$ cat config.mk
export PLATFORM = sky130hd
export DESIGN_NAME = spi_cfg_seq
export DESIGN_NICKNAME = d
export VERILOG_FILES = /design/src/rtl/spi_cfg_pkg.sv /design/src/rtl/spi_cfg_ctrl.sv /design/src/rtl/spi_cfg_dp.sv /design/src/rtl/spi_cfg_seq.sv
export SDC_FILE = /design/constraint.sdc
export NUM_CORES = 1
export LEC_CHECK = 0
export ABC_AREA = 1
export BUFFER_PORTS_ARGS = -buffer_cell sky130_fd_sc_hd__buf_2
export CORE_UTILIZATION = 55
export DETAILED_ROUTE_END_ITERATION = 8
export GPL_ROUTABILITY_DRIVEN = 0
export GPL_TIMING_DRIVEN = 1
export PLACE_DENSITY = 0.81
export REMOVE_ABC_BUFFERS = 1
export SLEW_MARGIN = 20
export SYNTH_ARGS = -nofsm -noshare
export SYNTH_HDL_FRONTEND = slang
export SYNTH_SLANG_ARGS = --single-unit
$ cat constraint.sdc
create_clock -name clk -period 2.41 [get_ports clk]
set_clock_uncertainty 0.05 [all_clocks]
set_input_delay 0.1205 -clock clk [delete_from_list [all_inputs] [get_ports clk]]
set_output_delay 0.1205 -clock clk [all_outputs]
set_load 0.02 [all_outputs]
$ cat src/rtl/spi_cfg_pkg.sv
package spi_cfg_pkg;

  localparam int FRAME_W = 16;
  localparam int ADDR_W  = 4;
  localparam int DATA_W  = 11;
  localparam int WANT_W  = 8;
  localparam int SCRIPT_LEN = 4;
  localparam int IDX_W   = 3;

  localparam logic [2:0] LOCK_OPEN = 3'b011;
  localparam logic [2:0] LOCK_SHUT = 3'b110;

  typedef enum logic [2:0] {
    ST_IDLE,
    ST_GAP,
    ST_SETUP,
    ST_HIGH,
    ST_LOW
  } seqState_t;

  // strobes from control to datapath
  typedef struct packed {
    logic rise;      // SCK rises this cycle: present next MOSI bit
    logic firstBit;  // first rise of a frame: load frame word
    logic sample;    // capture MISO
    logic frameEnd;  // last capture of the frame is complete
    logic clear;     // restart: clear status
  } dpStrobe_t;

  typedef struct packed {
    logic [FRAME_W-1:0] frame;
    logic               isRead;
    logic [DATA_W-1:0]  expData;
  } scriptEntry_t;

  // Script ROM, computed from the block parameters
  function automatic scriptEntry_t buildEntry(input int idx,
                                              input logic [ADDR_W-1:0] addr,
                                              input logic [WANT_W-1:0] want,
                                              input bit lockCarries);
    scriptEntry_t e;
    logic [WANT_W-1:0] shutBits;
    shutBits = lockCarries ? want : '0;
    e = '0;
    case (idx)
      0: e.frame = {1'b0, addr, LOCK_OPEN, {WANT_W{1'b0}}};
      1: e.frame = {1'b0, addr, LOCK_OPEN, want};
      2: e.frame = {1'b0, addr, LOCK_SHUT, shutBits};
      3: begin
        e.frame   = {1'b1, addr, {DATA_W{1'b0}}};
        e.isRead  = 1'b1;
        e.expData = {LOCK_SHUT, shutBits};
      end
      default: e = '0;
    endcase
    return e;
  endfunction

endpackage

$ cat src/rtl/spi_cfg_ctrl.sv
module spi_cfg_ctrl
  import spi_cfg_pkg::*;
#(
  parameter int CLK_DIV  = 12,
  parameter int CS_SETUP = 4,
  parameter int IDLE_GAP = 12
) (
  input  logic             clk,
  input  logic             rstN,
  input  logic             start,
  input  logic             capLate,
  output logic [IDX_W-1:0] entryIdx,
  output logic             csN,
  output logic             sck,
  output logic             done,
  output dpStrobe_t        stb
);

  localparam int HALF   = CLK_DIV / 2;
  localparam int TMAX_A = (HALF > CS_SETUP) ? HALF : CS_SETUP;
  localparam int TMAX   = (TMAX_A > IDLE_GAP) ? TMAX_A : IDLE_GAP;
  localparam int TMR_W  = $clog2(TMAX + 1);
  localparam int BIT_W  = $clog2(FRAME_W);

  localparam logic [TMR_W-1:0] HALF_LAST  = TMR_W'(HALF - 1);
  localparam logic [TMR_W-1:0] SETUP_LAST = TMR_W'(CS_SETUP - 1);
  localparam logic [TMR_W-1:0] GAP_LAST   = TMR_W'(IDLE_GAP - 1);
  localparam logic [BIT_W-1:0] BIT_LAST   = BIT_W'(FRAME_W - 1);
  localparam logic [IDX_W-1:0] IDX_LAST   = IDX_W'(SCRIPT_LEN - 1);

  seqState_t        state;
  logic [TMR_W-1:0] tmr;
  logic [BIT_W-1:0] bitCnt;
  logic             restartPend;

  logic setupEnd, highEnd, lowEnd, lastBit;

  always_comb begin
    setupEnd = (state == ST_SETUP) && (tmr == SETUP_LAST);
    highEnd  = (state == ST_HIGH)  && (tmr == HALF_LAST);
    lowEnd   = (state == ST_LOW)   && (tmr == HALF_LAST);
    lastBit  = (bitCnt == BIT_LAST);

    stb.clear    = start;
    stb.firstBit = !start && setupEnd;
    stb.rise     = !start && (setupEnd || (lowEnd && !lastBit));
    stb.sample   = !start && (capLate ? lowEnd : highEnd);
    stb.frameEnd = !start && lowEnd && lastBit;
  end

  always_ff @(posedge clk or negedge rstN) begin
    if (!rstN) begin
      state       <= ST_IDLE;
      tmr         <= '0;
      bitCnt      <= '0;
      entryIdx    <= '0;
      restartPend <= 1'b0;
      csN         <= 1'b1;
      sck         <= 1'b0;
      done        <= 1'b0;
    end else begin
      done <= 1'b0;
      if (start) begin
        state       <= ST_GAP;
        tmr         <= '0;
        entryIdx    <= '0;
        restartPend <= 1'b1;
        csN         <= 1'b1;
        sck         <= 1'b0;
      end else begin
        case (state)
          ST_IDLE: tmr <= '0;
          ST_GAP: begin
            if (tmr == GAP_LAST) begin
              tmr <= '0;
              if (restartPend) begin
                restartPend <= 1'b0;
                csN         <= 1'b0;
                state       <= ST_SETUP;
              end else if (entryIdx == IDX_LAST) begin
                done  <= 1'b1;
                state <= ST_IDLE;
              end else begin
                entryIdx <= entryIdx + 1'b1;
                csN      <= 1'b0;
                state    <= ST_SETUP;
              end
            end else begin
              tmr <= tmr + 1'b1;
            end
          end
          ST_SETUP: begin
            if (setupEnd) begin
              tmr    <= '0;
              bitCnt <= '0;
              sck    <= 1'b1;
              state  <= ST_HIGH;
            end else begin
              tmr <= tmr + 1'b1;
            end
          end
          ST_HIGH: begin
            if (highEnd) begin
              tmr   <= '0;
              sck   <= 1'b0;
              state <= ST_LOW;
            end else begin
              tmr <= tmr + 1'b1;
            end
          end
          ST_LOW: begin
            if (lowEnd) begin
              tmr <= '0;
              if (lastBit) begin
                csN   <= 1'b1;
                state <= ST_GAP;
              end else begin
                bitCnt <= bitCnt + 1'b1;
                sck    <= 1'b1;
                state  <= ST_HIGH;
              end
            end else begin
              tmr <= tmr + 1'b1;
            end
          end
          default: state <= ST_IDLE;
        endcase
      end
    end
  end

endmodule

$ cat src/rtl/spi_cfg_dp.sv
module spi_cfg_dp
  import spi_cfg_pkg::*;
#(
  parameter logic [ADDR_W-1:0] REG_ADDR  = 4'd3,
  parameter logic [WANT_W-1:0] WANT_BITS = 8'hFC,
  parameter bit LOCK_CARRIES_DATA        = 1'b1
) (
  input  logic               clk,
  input  logic               rstN,
  input  dpStrobe_t          stb,
  input  logic [IDX_W-1:0]   entryIdx,
  input  logic               miso,
  output logic               mosi,
  output logic [FRAME_W-1:0] rxWord,
  output logic               mismatch
);

  scriptEntry_t       cur;
  logic [FRAME_W-1:0] txShift, txSrc;
  logic [FRAME_W-1:0] rxShift, rxNext;

  always_comb begin
    cur    = buildEntry(int'(entryIdx), REG_ADDR, WANT_BITS, LOCK_CARRIES_DATA);
    txSrc  = stb.firstBit ? cur.frame : txShift;
    rxNext = stb.sample ? {rxShift[FRAME_W-2:0], miso} : rxShift;
  end

  always_ff @(posedge clk or negedge rstN) begin
    if (!rstN) begin
      txShift  <= '0;
      rxShift  <= '0;
      mosi     <= 1'b0;
      rxWord   <= '0;
      mismatch <= 1'b0;
    end else if (stb.clear) begin
      rxWord   <= '0;
      mismatch <= 1'b0;
    end else begin
      rxShift <= rxNext;
      if (stb.rise) begin
        mosi    <= txSrc[FRAME_W-1];
        txShift <= {txSrc[FRAME_W-2:0], 1'b0};
      end
      if (stb.frameEnd) begin
        rxWord <= rxNext;
        if (cur.isRead && (rxNext[DATA_W-1:0] != cur.expData))
          mismatch <= 1'b1;
      end
    end
  end

endmodule

$ cat src/rtl/spi_cfg_seq.sv
module spi_cfg_seq
  import spi_cfg_pkg::*;
#(
  parameter int CLK_DIV                  = 12,
  parameter int CS_SETUP                 = 4,
  parameter int IDLE_GAP                 = 12,
  parameter logic [ADDR_W-1:0] REG_ADDR  = 4'd3,
  parameter logic [WANT_W-1:0] WANT_BITS = 8'hFC,
  parameter bit LOCK_CARRIES_DATA        = 1'b1
) (
  input  logic        clk,
  input  logic        rstN,
  input  logic        start,
  input  logic        capLate,
  input  logic        miso,
  output logic        sck,
  output logic        csN,
  output logic        mosi,
  output logic        done,
  output logic        mismatch,
  output logic [15:0] rxWord
);

  dpStrobe_t        stb;
  logic [IDX_W-1:0] entryIdx;

  spi_cfg_ctrl #(
    .CLK_DIV (CLK_DIV),
    .CS_SETUP(CS_SETUP),
    .IDLE_GAP(IDLE_GAP)
  ) ctrl_i (
    .clk     (clk),
    .rstN    (rstN),
    .start   (start),
    .capLate (capLate),
    .entryIdx(entryIdx),
    .csN     (csN),
    .sck     (sck),
    .done    (done),
    .stb     (stb)
  );

  spi_cfg_dp #(
    .REG_ADDR         (REG_ADDR),
    .WANT_BITS        (WANT_BITS),
    .LOCK_CARRIES_DATA(LOCK_CARRIES_DATA)
  ) dp_i (
    .clk     (clk),
    .rstN    (rstN),
    .stb     (stb),
    .entryIdx(entryIdx),
    .miso    (miso),
    .mosi    (mosi),
    .rxWord  (rxWord),
    .mismatch(mismatch)
  );

endmodule

* Word-level counts from Yosys, hierarchy flattened
Index checks and enable logic that the tools add are counted.
** Word-level totals
- ROM bits :: 0
- Bits in writable memories :: 0
- Register bits after elaboration :: 67
- Output and inout bits :: 21
- Memories kept :: 0
- Bits of input ports :: 5
- Latch bits :: 0
- Word-level logic and storage cells :: 128
** Operators by class
- Reductions and logical operators :: 31
- Shift operators :: 0
- Multipliers :: 0
- Divide/modulo/power cells :: 0
- Bitwise gates (word level) :: 1
- Add/sub/neg operators :: 3
- Equal/unequal tests :: 25
- Magnitude comparators :: 0
- Muxes and demuxes :: 55
** Operator list (count)
- $mux 16 :: 4
- $pmux 16 s4 :: 1
- $mux 3 :: 11
- $mux 4 :: 8
- $mux 1 :: 23
- $pmux 4 s5 :: 1
- $reduce_and 5->1 :: 4
- $ne 3x2->1 const B :: 5
- $pmux 3 s5 :: 1
- $eq 3x2->1 const B :: 4
- $mux 12 :: 1
- $ne 11x11->1 :: 1
- $logic_and 1x1->1 :: 10
- $reduce_bool 2->1 :: 5
- $add 4x1->4 const B :: 2
- $eq 4x4->1 const B :: 2
- $ne 2x2->1 const B :: 4
- $pmux 4 s2 :: 1
- $eq 3x1->1 const B :: 2
- $logic_not 3->1 :: 2
- $reduce_and 2->1 :: 3
- $reduce_bool 6->1 :: 1
- $eq 4x2->1 const B :: 1
- $eq 4x3->1 const B :: 1
- other kinds (14) :: 17

* Longest topological paths before layout
Gate-level depths: netlist of run 1.
- Depth in word-level cells :: 10
- Depth in mapped cells :: 13
- Gate-level depth less buffers :: 12

* Hierarchy
From an unflattened synthesis of run 1, not the netlist that was laid out.
** Second synthesis, totals
- Cells, all modules :: 395
- Area, all modules :: 3189.3 sq um
** Modules (own cells, without submodules)
- spi_cfg_dp :: times used 1, cells an instance 241, area an instance 2042.0 sq um
- spi_cfg_ctrl :: times used 1, cells an instance 154, area an instance 1147.4 sq um

* Least setup slack after synthesis of run 1
No wires, ideal clock.
- Kind :: reg-to-reg
- Start point :: register ctrl_i.tmr[1]
- End point :: register dp_i.mismatch
- Data arrival time :: 1514 ps
- Setup slack :: 726 ps
- Path buffers :: 1
- Stages on the path, launching flop included :: 13
- Path through :: dfrtp_1 > inv_1 > ha_1 > nand3_1 > nor2_2 > nand3_4 > buf_6 > nand2_1 > o21ai_2 > nor2_1 > nand3_1 > nand2_1 > a21oi_2
** Between the ends
- Cells in the longest elaborated chain, start to end :: 9
- Elaborated cells between the ends (all ways) :: 13
- Those cells by class :: 2 x eq/ne; 2 x mux; 9 x reduce/logical
** RTL lines
- from (decl) :: RTL line spi_cfg_ctrl.sv:32 : logic [TMR_W-1:0] tmr;
- from (signal assigned) :: RTL line spi_cfg_ctrl.sv:89 : tmr <= tmr + 1'b1;
- from (signal assigned) :: RTL line spi_cfg_ctrl.sv:99 : tmr <= tmr + 1'b1;
- from (signal assigned) :: RTL line spi_cfg_ctrl.sv:108 : tmr <= tmr + 1'b1;
- $eq 4x3->1 (*) :: RTL line spi_cfg_ctrl.sv:40, spi_cfg_ctrl.sv:41
- $logic_and 1x1->1 (on tied branches) :: RTL line spi_cfg_ctrl.sv:40, spi_cfg_ctrl.sv:41
- $mux 1 :: RTL line spi_cfg_ctrl.sv:47 : stb.sample = !start && (capLate ? lowEnd : highEnd);
- $logic_and 1x1->1 :: RTL line spi_cfg_ctrl.sv:47
- $mux 16 :: RTL line spi_cfg_dp.sv:25 : rxNext = stb.sample ? {rxShift[FRAME_W-2:0], miso} : rxShift;
- $ne 11x11->1 :: RTL line spi_cfg_dp.sv:46 : if (cur.isRead && (rxNext[DATA_W-1:0] != cur.expData))
- $logic_and 1x1->1 :: RTL line spi_cfg_dp.sv:46
- $reduce_bool 2->1 (no line)
- $reduce_and 2->1 (no line) (*)
- to (signal assigned) :: RTL line spi_cfg_dp.sv:34 : mismatch <= 1'b0;
- to (signal assigned) :: RTL line spi_cfg_dp.sv:37 : mismatch <= 1'b0;
- to (signal assigned) :: RTL line spi_cfg_dp.sv:47 : mismatch <= 1'b1;
- to (decl) :: RTL line spi_cfg_dp.sv:15 : output logic mismatch
Every way passes the cells marked *; elsewhere a longest branch is shown, timed or not.
A chain may end at the register's enable or synchronous reset.

* Worst setup path after layout of run 1
- Start point :: register ctrl_i.tmr[0]
- End point :: register ctrl_i.bitCnt[3]
** Between the ends
- Cells in the longest elaborated chain, start to end :: 4
- Elaborated cells between the ends (all ways) :: 7
- Those cells by class :: 4 x eq/ne; 3 x reduce/logical
** RTL lines
- $eq 4x2->1 / $eq 4x3->1 (equally long branches) :: RTL line spi_cfg_ctrl.sv:39, spi_cfg_ctrl.sv:41
- $logic_and 1x1->1 (on tied branches) :: RTL line spi_cfg_ctrl.sv:39, spi_cfg_ctrl.sv:41
- $ne 2x1->1 (no line)
- $reduce_and 5->1 (no line) (*)
- to (signal assigned) :: RTL line spi_cfg_ctrl.sv:118 : bitCnt <= bitCnt + 1'b1;
- to (decl) :: RTL line spi_cfg_ctrl.sv:33 : logic [BIT_W-1:0] bitCnt;
Marked as above.

==> results of run 1 <==
## timing repair
item / in CTS / in global routing
setup endpoints to repair: 0 / 0
resized for setup: 0 / 0
endpoints found under the hold margin: 29 / 0
hold buffers: 1 / 0
## where the power goes
group | internal [mW] | switching, mW | total (mW) | leakage [nW]
Combinational | 0.200 | 0.365 | 0.565 | 0.844
Sequential | 1.26 | 0.103 | 1.36 | 0.852
Clock | 0.371 | 0.398 | 0.769 | 0.0774
## cells in the mapped netlist, types with 2 or more instances
cell	instances
nand2_1	66
nor2_2	2
o21ai_0	32
ha_1	8
a21o_1	2
dfrtp_1	64
inv_2	3
buf_2	4
xor2_1	2
nor2_1	26
nand4_1	12
o22ai_1	3
o21ai_1	2
buf_4	3
o21a_1	2
inv_1	44
nand2_2	6
a22o_1	11
a21oi_2	2
o221ai_1	2
nand2_4	3
nor2_4	2
a21oi_1	6
nand3_1	10
## stage by stage
step                power [mW]  instances
finish                   2.697        441
global route             2.851        441
CTS                      2.711        441
detailed placement       1.944        424
global placement         1.905        424
floorplan                1.774        324
## metal layers
layer  wire length [um]  part of all wire  up-vias
met5                  0                 0        -
met3                289             0.048       12
met2               2726              0.45       55
met4                131             0.022        0
met1               2855              0.48     1104
li1                   -                 -     1163
## registers in the layout (all words and copies together) (netlist names), 3 cells and up
register         flops
dp_i.rxShift        16
dp_i.rxWord         16
dp_i.txShift        13
ctrl_i.bitCnt        4
ctrl_i.tmr           4
ctrl_i.entryIdx      3
ctrl_i.state         3
## kinds of logic after synthesis
family / after synthesis / synth area share
and+or+nand+nor: 132 / 0.2080
AOI/OAI and AO/OA: 68 / 0.1392
DFF: 65 / 0.5328
buffers and inverters: 55 / 0.07535
adders and majority gates: 8 / 0.03276
xor gates and xnor gates: 3 / 0.008601
muxes: 1 / 0.003276
## how the worst min path moves through the flow
| stage | from | endpoint | slack [ns] | cells past startpoint |
|---|---|---|---|---|
| 2_1_floorplan | rstN | ctrl_i.bitCnt[0] | -0.23 | 0 |
| 3_3_place_gp | rstN | ctrl_i.entryIdx[0] | 0.14 | 1 |
| 3_5_place_dp | rstN | ctrl_i.entryIdx[1] | 0.15 | 1 |
| 4_1_cts | start | dp_i.mismatch | 0.07 | 2 |
| 5_1_grt | start | dp_i.mismatch | 0.07 | 2 |
| 6_report | start | dp_i.mismatch | 0.07 | 2 |
## area by class of cell
| cell class | count | share of cell area |
|---|---|---|
| clock inverters | 3 | 0.005124 |
| multi-input cells | 212 | 0.3503 |
| well taps | 70 | 0.02562 |
| clock buffers | 13 | 0.04063 |
| repair buffers | 31 | 0.05051 |
| flip-flops and latches | 65 | 0.4762 |
| inverters | 47 | 0.05161 |
==> results.yml, run 1 <==
cells_and_area:
  n_antenna_cell: 0
  synthToLayoutAreaGrowth_pct: 11.88
  drive_gt1_frac: 0.1779
  layout_commonest_cell: "nand2_1"
  fin_nets: 379
  multiInputGateArea_um2: 1197
  fill_cells: 421
  finish.utilization: 0.6527
  regArea_um2: 1628
  final_cell_area_um2: 3418
  final_cell_mix: "66 x nand2_1, 64 x dfrtp_1, 44 x inv_1, 32 x o21ai_0, 26 x nor2_1"
sta:
  timing.final.crit_share: 0.8573
  rsz0062_at_grt: "no"
  setup_viol: 0
  finalWorstSetupSlack_ns: 0.3440
  hold_violations: 0
  slew_viol_final: 0
  hold_ws_ns: 0.07186
  fmaxAchievable_ghz: 0.4840
  worst-slew-pin-transition_ns: 0.6578
  relSlewSlack: 0.5615
  post-route-min-period_ns: 2.066
  tns_ns: 0
die:
  start_util: 0.5834
  ios: 26
  fp.dieH_um: 76.54
  fp.coreArea_um2: 5238
  rows: 26
  dieArea_um2: 5858
  die_w_um: 76.54
clock_tree:
  cts_max_path_buffers: 2
  clk_latency_ns: 0.35
  post_cts_buffers: 0
  path_clk_slew_ns: 0.07
  numClockSinks: 65
  h-tree-depth: 3
  cts_buffers: 9
  cts_root_buf: "clkbuf_8"
  cts_tree: "done"
routing:
  antenna_left: 0
  via_count: 2334
  drtIter0Drc: 137
  drcViolationCount: 0
  via_per_inst: 5.293
  dr.pass1.iters: 4
  avgRoutedWirePerCell_um: 13.61
  routed_wl_mm: 6.003
place:
  dpl.hpwl_mm: 4.214
  place_area_um2: 3252
  io_buffers: 25
  place_ws_ns: 0.3469
global_routing:
  grt_use_total: 0.2328
  grt_util_met1: 0.3169
  overflow: 0
  grt_pass1_wl_mm: 10.52
  grt_start_max_net_pins: 32
  met2_usage: 0.3604
  first_global_vias: 2312
  busiest_layer: "met2"
  antenna_found_initial: 0
  use_met3: 0.05988
critical_path:
  cp.buffers_inverters: 1
  regToRegSetupSlack_ns: 0.34
  cpMaxStageDelayCell: "dfrtp_1"
  cp_top_family: "simple AND/OR/NAND/NOR gates"
  cp_slowest_stage_delay_ns: 0.42
  worst_setup_path_end_kind: "flop"
  criticalPathCategory: "reg -> reg"
  endpoint: "ctrl_i.bitCnt[3]"
  cp-start-kind: "flop"
  required_ns: 2.58
  crit_fanout: 25
  crit_arrival_ns: 2.24
  path_cells: "ha_1, nand2_1, nor2_1, nand2_1, nor2_4, inv_2, nand2_4, nand4_1, xor2_1, nor2_1"
  critPathLaunch: "ctrl_i.tmr[0]"
  worst_r2r_path_depth: 10
  r2r_end: "ctrl_i.bitCnt[3]"
  rr_startpoint: "ctrl_i.tmr[0]"
  crit_cells: 10
yosys:
  yosysWarnings: 0
  synth_area_leaders: "dfrtp_1 52%, nand2_1 8.1%, inv_1 5.4%"
  synth_edf_count: 0
  ys.flop_type: "dfrtp_1"
  syn_area_um2: 3055
  synth_cell_types: 39
  synth_seq_cells: 65
  yosysSeqAreaShare: 0.5328
  yosysTopAreaCellShare: 0.5242
  async_flop_share: 1.000
  yosys.area.top_type: "dfrtp_1"
  synth_cells: 332
  avgSynthCellArea_um2: 9.203
power:
  p_leak_nw: 1.773
  peakVddDrop_mv: 0.5661
  power_density_nw_per_um2: 788.9
outcome:
  outcome: "complete, no violations"
job:
  max-cap-violations: 0
hold_path:
  worstHoldPathType: "in -> reg"
Note: power is estimated with default switching activity, not from simulation.
==> inputs of run 2 (changes only) <==
- MAX_ROUTING_LAYER: unset -> met4
==> results.yml, run 2 (same netlist as run 1, synthesis figures left out) <==
outcome:
  outcome: "complete, no violations"
cells_and_area:
  regArea_um2: 1628
  reg_top3: "dp_i.rxShift x16, dp_i.rxWord x16, dp_i.txShift x13"
  final_cell_mix: "66 x nand2_1, 64 x dfrtp_1, 44 x inv_1, 32 x o21ai_0, 26 x nor2_1"
  synthToLayoutAreaGrowth_pct: 11.88
  multiInputGateArea_um2: 1197
  fin_nets: 379
  instances_no_fill: 441
  drive_gt1_frac: 0.1779
  n_antenna_cell: 0
  fill_cells: 421
  layout_commonest_cell: "nand2_1"
critical_path:
  criticalPathCategory: "reg -> reg"
  required_ns: 2.58
  cp_top_family: "simple AND/OR/NAND/NOR gates"
  crit_arrival_ns: 2.23
  cp_slowest_stage_delay_ns: 0.42
  worst_setup_path_end_kind: "flop"
  cpMaxStageDelayCell: "dfrtp_1"
  crit_fanout: 25
  path_cells: "ha_1, nand2_1, nor2_1, nand2_1, nor2_4, inv_2, nand2_4, nand4_1, xor2_1, nor2_1"
  cp-start-kind: "flop"
  cp.buffers_inverters: 1
die:
  die_w_um: 76.54
  rows: 26
  start_util: 0.5834
  fp.dieH_um: 76.54
  fp.coreArea_um2: 5238
  dieArea_um2: 5858
  ios: 26
place:
  io_buffers: 25
  dp.cells: 424
  dpl.hpwl_mm: 4.214
global_routing:
  first_global_vias: 2313
  grt_use_total: 0.2389
  grt_pass1_wl_mm: 10.52
  antenna_found_initial: 0
  grt_start_max_net_pins: 32
  overflow: 0
sta:
  worst-slew-pin-transition_ns: 0.6569
  timing.final.crit_share: 0.8557
  hold_violations: 0
  relSlewSlack: 0.5621
  fmaxAchievable_ghz: 0.4849
  rsz0062_at_grt: "no"
  tns_ns: 0
  post-route-min-period_ns: 2.062
  setup_viol: 0
  slew_viol_final: 0
clock_tree:
  cts_tree: "done"
  cts_resized: 0
  numClockSinks: 65
  path_clk_slew_ns: 0.07
  hold_buffers: 1
  cts_max_path_buffers: 2
  cts_buffers: 9
  clk_latency_ns: 0.34
  h-tree-depth: 3
  post_cts_buffers: 0
  cts_root_buf: "clkbuf_8"
routing:
  drcViolationCount: 0
  via_per_inst: 5.320
  avgRoutedWirePerCell_um: 13.57
  routed_wl_mm: 5.983
  dr.pass1.iters: 5
  antenna_left: 0
  drtIter0Drc: 127
  via_count: 2346
power:
  peakVddDrop_mv: 0.5671
  p_leak_nw: 1.773
  p_total_mw: 2.694
  power_density_nw_per_um2: 788.3
hold_path:
  worstHoldPathType: "in -> reg"
job:
  max-cap-violations: 0
[run 2: final cells by class]
cell class | count | share of cell area
tap | 70 | 0.02562
clock buffer | 13 | 0.04063
timing repair buffer | 31 | 0.05051
inverter | 47 | 0.05161
multi-input combinational | 212 | 0.3503
clock inverter | 3 | 0.005124
sequential | 65 | 0.4762
[run 2: layer usage]
metal | track usage | share of wire | vias up | routed length, um
li1 | - | - | 1160 | -
met1 | 0.3177 | 0.47 | 1115 | 2811
met2 | 0.3604 | 0.46 | 62 | 2762
met3 | 0.05509 | 0.053 | 9 | 317
met4 | 0.08654 | 0.015 | 0 | 91
met5 | - | 0 | - | 0
[run 2: final timing paths]
kind / startpoint / to / slack [ns] / depth (start not counted)
hold reg to reg: ctrl_i.csN / ctrl_i.csN / 0.42 / 2
max in group asynchronous: rstN / ctrl_i.csN / 1.24 / 3
setup / recovery: ctrl_i.tmr[0] / ctrl_i.bitCnt[3] / 0.35 / 10
min in group asynchronous: rstN / ctrl_i.sck / 0.29 / 2
hold / removal: start / dp_i.mismatch / 0.08 / 2
setup reg to reg: ctrl_i.tmr[0] / ctrl_i.bitCnt[3] / 0.35 / 10
[run 2: report_power, final]
group | leakage, nW | switching [mW] | internal [mW]
clock | 0.0774 | 0.397 | 0.371
combinational | 0.844 | 0.364 | 0.200
sequential | 0.852 | 0.103 | 1.26
[run 2: metrics by stage]
| step | utilization | worst slack [ns] | hold WS (ns) | area, um2 |
|---|---|---|---|---|
| CTS | 0.6527 | 0.3356 | 0.06594 | 3418 |
| global placement | 0.6209 | 0.4265 | 0.1443 | 3252 |
| global route | 0.6527 | 0.1218 | 0.07395 | 3418 |
| detailed placement | 0.6209 | 0.3469 | 0.1498 | 3252 |
| finish | 0.6527 | 0.3478 | 0.07974 | 3418 |
| floorplan | - | 0.4644 | -0.2251 | 3002 |
==> inputs of run 3 (changes only) <==
- ABC_AREA: 1 -> unset
==> results.yml, run 3 <==
outcome:
  outcome: "complete, no violations"
sta:
  hold_violations: 0
  relSlewSlack: 0.4691
  setup_viol: 0
  slew_viol_final: 0
  rsz0062_at_grt: "no"
  timing.final.crit_share: 0.9107
  tns_ns: 0
  worst-slew-pin-transition_ns: 0.7963
  fmaxAchievable_ghz: 0.4556
  post-route-min-period_ns: 2.195
yosys:
  synth.most_common_cell: "dfrtp_1"
  syn_area_um2: 3078
  avgSynthCellArea_um2: 11.70
  synth_common_cells: "64 x dfrtp_1, 20 x a22o_1, 15 x nand2_1, 13 x inv_1"
  ys.flop_type: "dfrtp_1"
  yosysWarnings: 0
  synth_seq_cells: 65
  async_flop_share: 1.000
  synth_edf_count: 0
  synth_cells: 263
  yosysSeqAreaShare: 0.5289
  yosysTopAreaCellShare: 0.5203
  yosys.area.top_type: "dfrtp_1"
  synth_cell_types: 55
  synth_area_leaders: "dfrtp_1 52%, a22o_1 5.7%, mux2_1 4.0%"
cells_and_area:
  n_antenna_cell: 0
  instances_no_fill: 372
  reg_top3: "dp_i.rxShift x16, dp_i.rxWord x16, dp_i.txShift x13"
  layout_commonest_cell: "dfrtp_1"
  final_cell_area_um2: 3502
  drive_gt1_frac: 0.2318
  final_cell_mix: "64 x dfrtp_1, 25 x buf_2, 20 x a22o_1, 15 x nand2_1, 13 x inv_1"
  fin_nets: 310
  synthToLayoutAreaGrowth_pct: 13.78
critical_path:
  path_cells: "ha_1, or3b_4, or3_1, buf_4, a21oi_1, mux2i_1"
  cp_slowest_stage_delay_ns: 0.49
  crit_arrival_ns: 2.38
  required_ns: 2.59
  criticalPathCategory: "reg -> reg"
  worst_setup_path_end_kind: "flop"
  cpMaxStageDelayCell: "or3_1"
  crit_fanout: 7
  cp-start-kind: "flop"
job:
  max-cap-violations: 0
clock_tree:
  cts_buffers: 9
  cts_max_path_buffers: 2
  post_cts_buffers: 0
  numClockSinks: 65
  cts_root_buf: "clkbuf_8"
  clk_latency_ns: 0.35
  cts_tree: "done"
  h-tree-depth: 3
  path_clk_slew_ns: 0.07
global_routing:
  busiest_layer: "met2"
  overflow: 0
  grt_start_max_net_pins: 39
  grt_use_total: 0.2450
  met2_usage: 0.3750
  grt_pass1_wl_mm: 10.72
  antenna_found_initial: 0
  first_global_vias: 2199
  use_met3: 0.07857
  grt_util_met1: 0.3056
routing:
  dr.pass1.iters: 4
  antenna_left: 0
  routed_wl_mm: 6.274
  via_count: 2199
  drcViolationCount: 0
  drtIter0Drc: 183
  avgRoutedWirePerCell_um: 16.87
  via_per_inst: 5.911
die:
  dieArea_um2: 5900
  fp.coreArea_um2: 5238
  rows: 26
  fp.dieH_um: 76.81
  die_w_um: 76.81
  start_util: 0.5877
  ios: 26
power:
  p_leak_nw: 1.647
  power_density_nw_per_um2: 596.3
  peakVddDrop_mv: 0.5141
place:
  io_buffers: 25
  dpl.hpwl_mm: 4.299
  place_area_um2: 3289
  dp.cells: 354
hold_path:
  worstHoldPathType: "in -> reg"
-- run 3: area by class of cell --
type | count | area [um2]
clock buffers | 11 | 151.4
clock inverters | 5 | 38.79
fillers | 415 | 1735
inverters | 13 | 48.80
multi-input cells | 171 | 1328
flip-flops and latches | 65 | 1628
well taps | 70 | 87.58
repair buffers | 37 | 220.2
-- run 3: cell families after synthesis --
| group | share of synthesized area |
|---|---|
| muxes | 0.09553 |
| xor gates and xnor gates | 0.002846 |
| and+or+nand+nor | 0.1488 |
| DFF | 0.5289 |
| buffers and inverters | 0.04065 |
| AOI/OAI and AO/OA | 0.1508 |
| adders and majority gates | 0.03252 |
-- run 3: where the power goes --
| group | total (mW) | switching, mW | internal (mW) | leakage (nW) |
|---|---|---|---|---|
| Sequential | 1.12 | 0.0142 | 1.10 | 0.843 |
| Clock | 0.874 | 0.442 | 0.432 | 0.0842 |
| Combinational | 0.0993 | 0.0630 | 0.0363 | 0.720 |
| Total | 2.09 | 0.519 | 1.57 | 1.65 |
-- run 3: repair_timing --
| action | CTS | global route |
|---|---|---|
| resized for setup | 0 | 0 |
| endpoints found under the hold margin | 36 | 0 |
| hold buffers | 2 | 0 |
-- run 3: worst paths after layout --
| kind | startpoint | end | slack (ns) | depth (start not counted) |
|---|---|---|---|---|
| max | ctrl_i.tmr[0] | dp_i.txShift[4] | 0.22 | 6 |
| min | start | ctrl_i.state[1] | 0.07 | 2 |
| max reg2reg | ctrl_i.tmr[0] | dp_i.txShift[4] | 0.22 | 6 |
| min reg2reg | ctrl_i.csN | ctrl_i.csN | 0.41 | 2 |
| max in group asynchronous | rstN | ctrl_i.bitCnt[2] | 1.23 | 3 |
| min in group asynchronous | rstN | dp_i.rxWord[4] | 0.37 | 2 |
-- run 3: worst max-delay path: cells and delay by family, from the launching register on --
| family | cells | cell delay (ns) |
|---|---|---|
| AO/OA/AOI/OAI | 1 | 0.15 |
| adder cells (fa/ha/maj) | 1 | 0.24 |
| buffers and inverters | 1 | 0.21 |
| flip-flops | 1 | 0.41 |
| multiplexers | 1 | 0.09 |
| AND/OR/NAND/NOR | 2 | 0.93 |
-- run 3: stage by stage --
step / hold WS [ns] / util / power [mW] / setup slack [ns]
CTS: 0.05244 / 0.6682 / 2.098 / 0.2238
global placement: 0.1947 / 0.6280 / 1.229 / 0.2912
finish: 0.06883 / 0.6687 / 2.088 / 0.2153
global route: 0.08729 / 0.6687 / 2.158 / 0.1041
detailed placement: 0.2012 / 0.6280 / 1.232 / 0.2391
floorplan: -0.2251 / - / 1.180 / 0.2945
-- run 3: routing by layer --
layer  vias up  wire length [um]
met2        45              3122
met3         8               244
met4         0                68
li1       1040                 -
met5         -                 0
met1      1106              2838
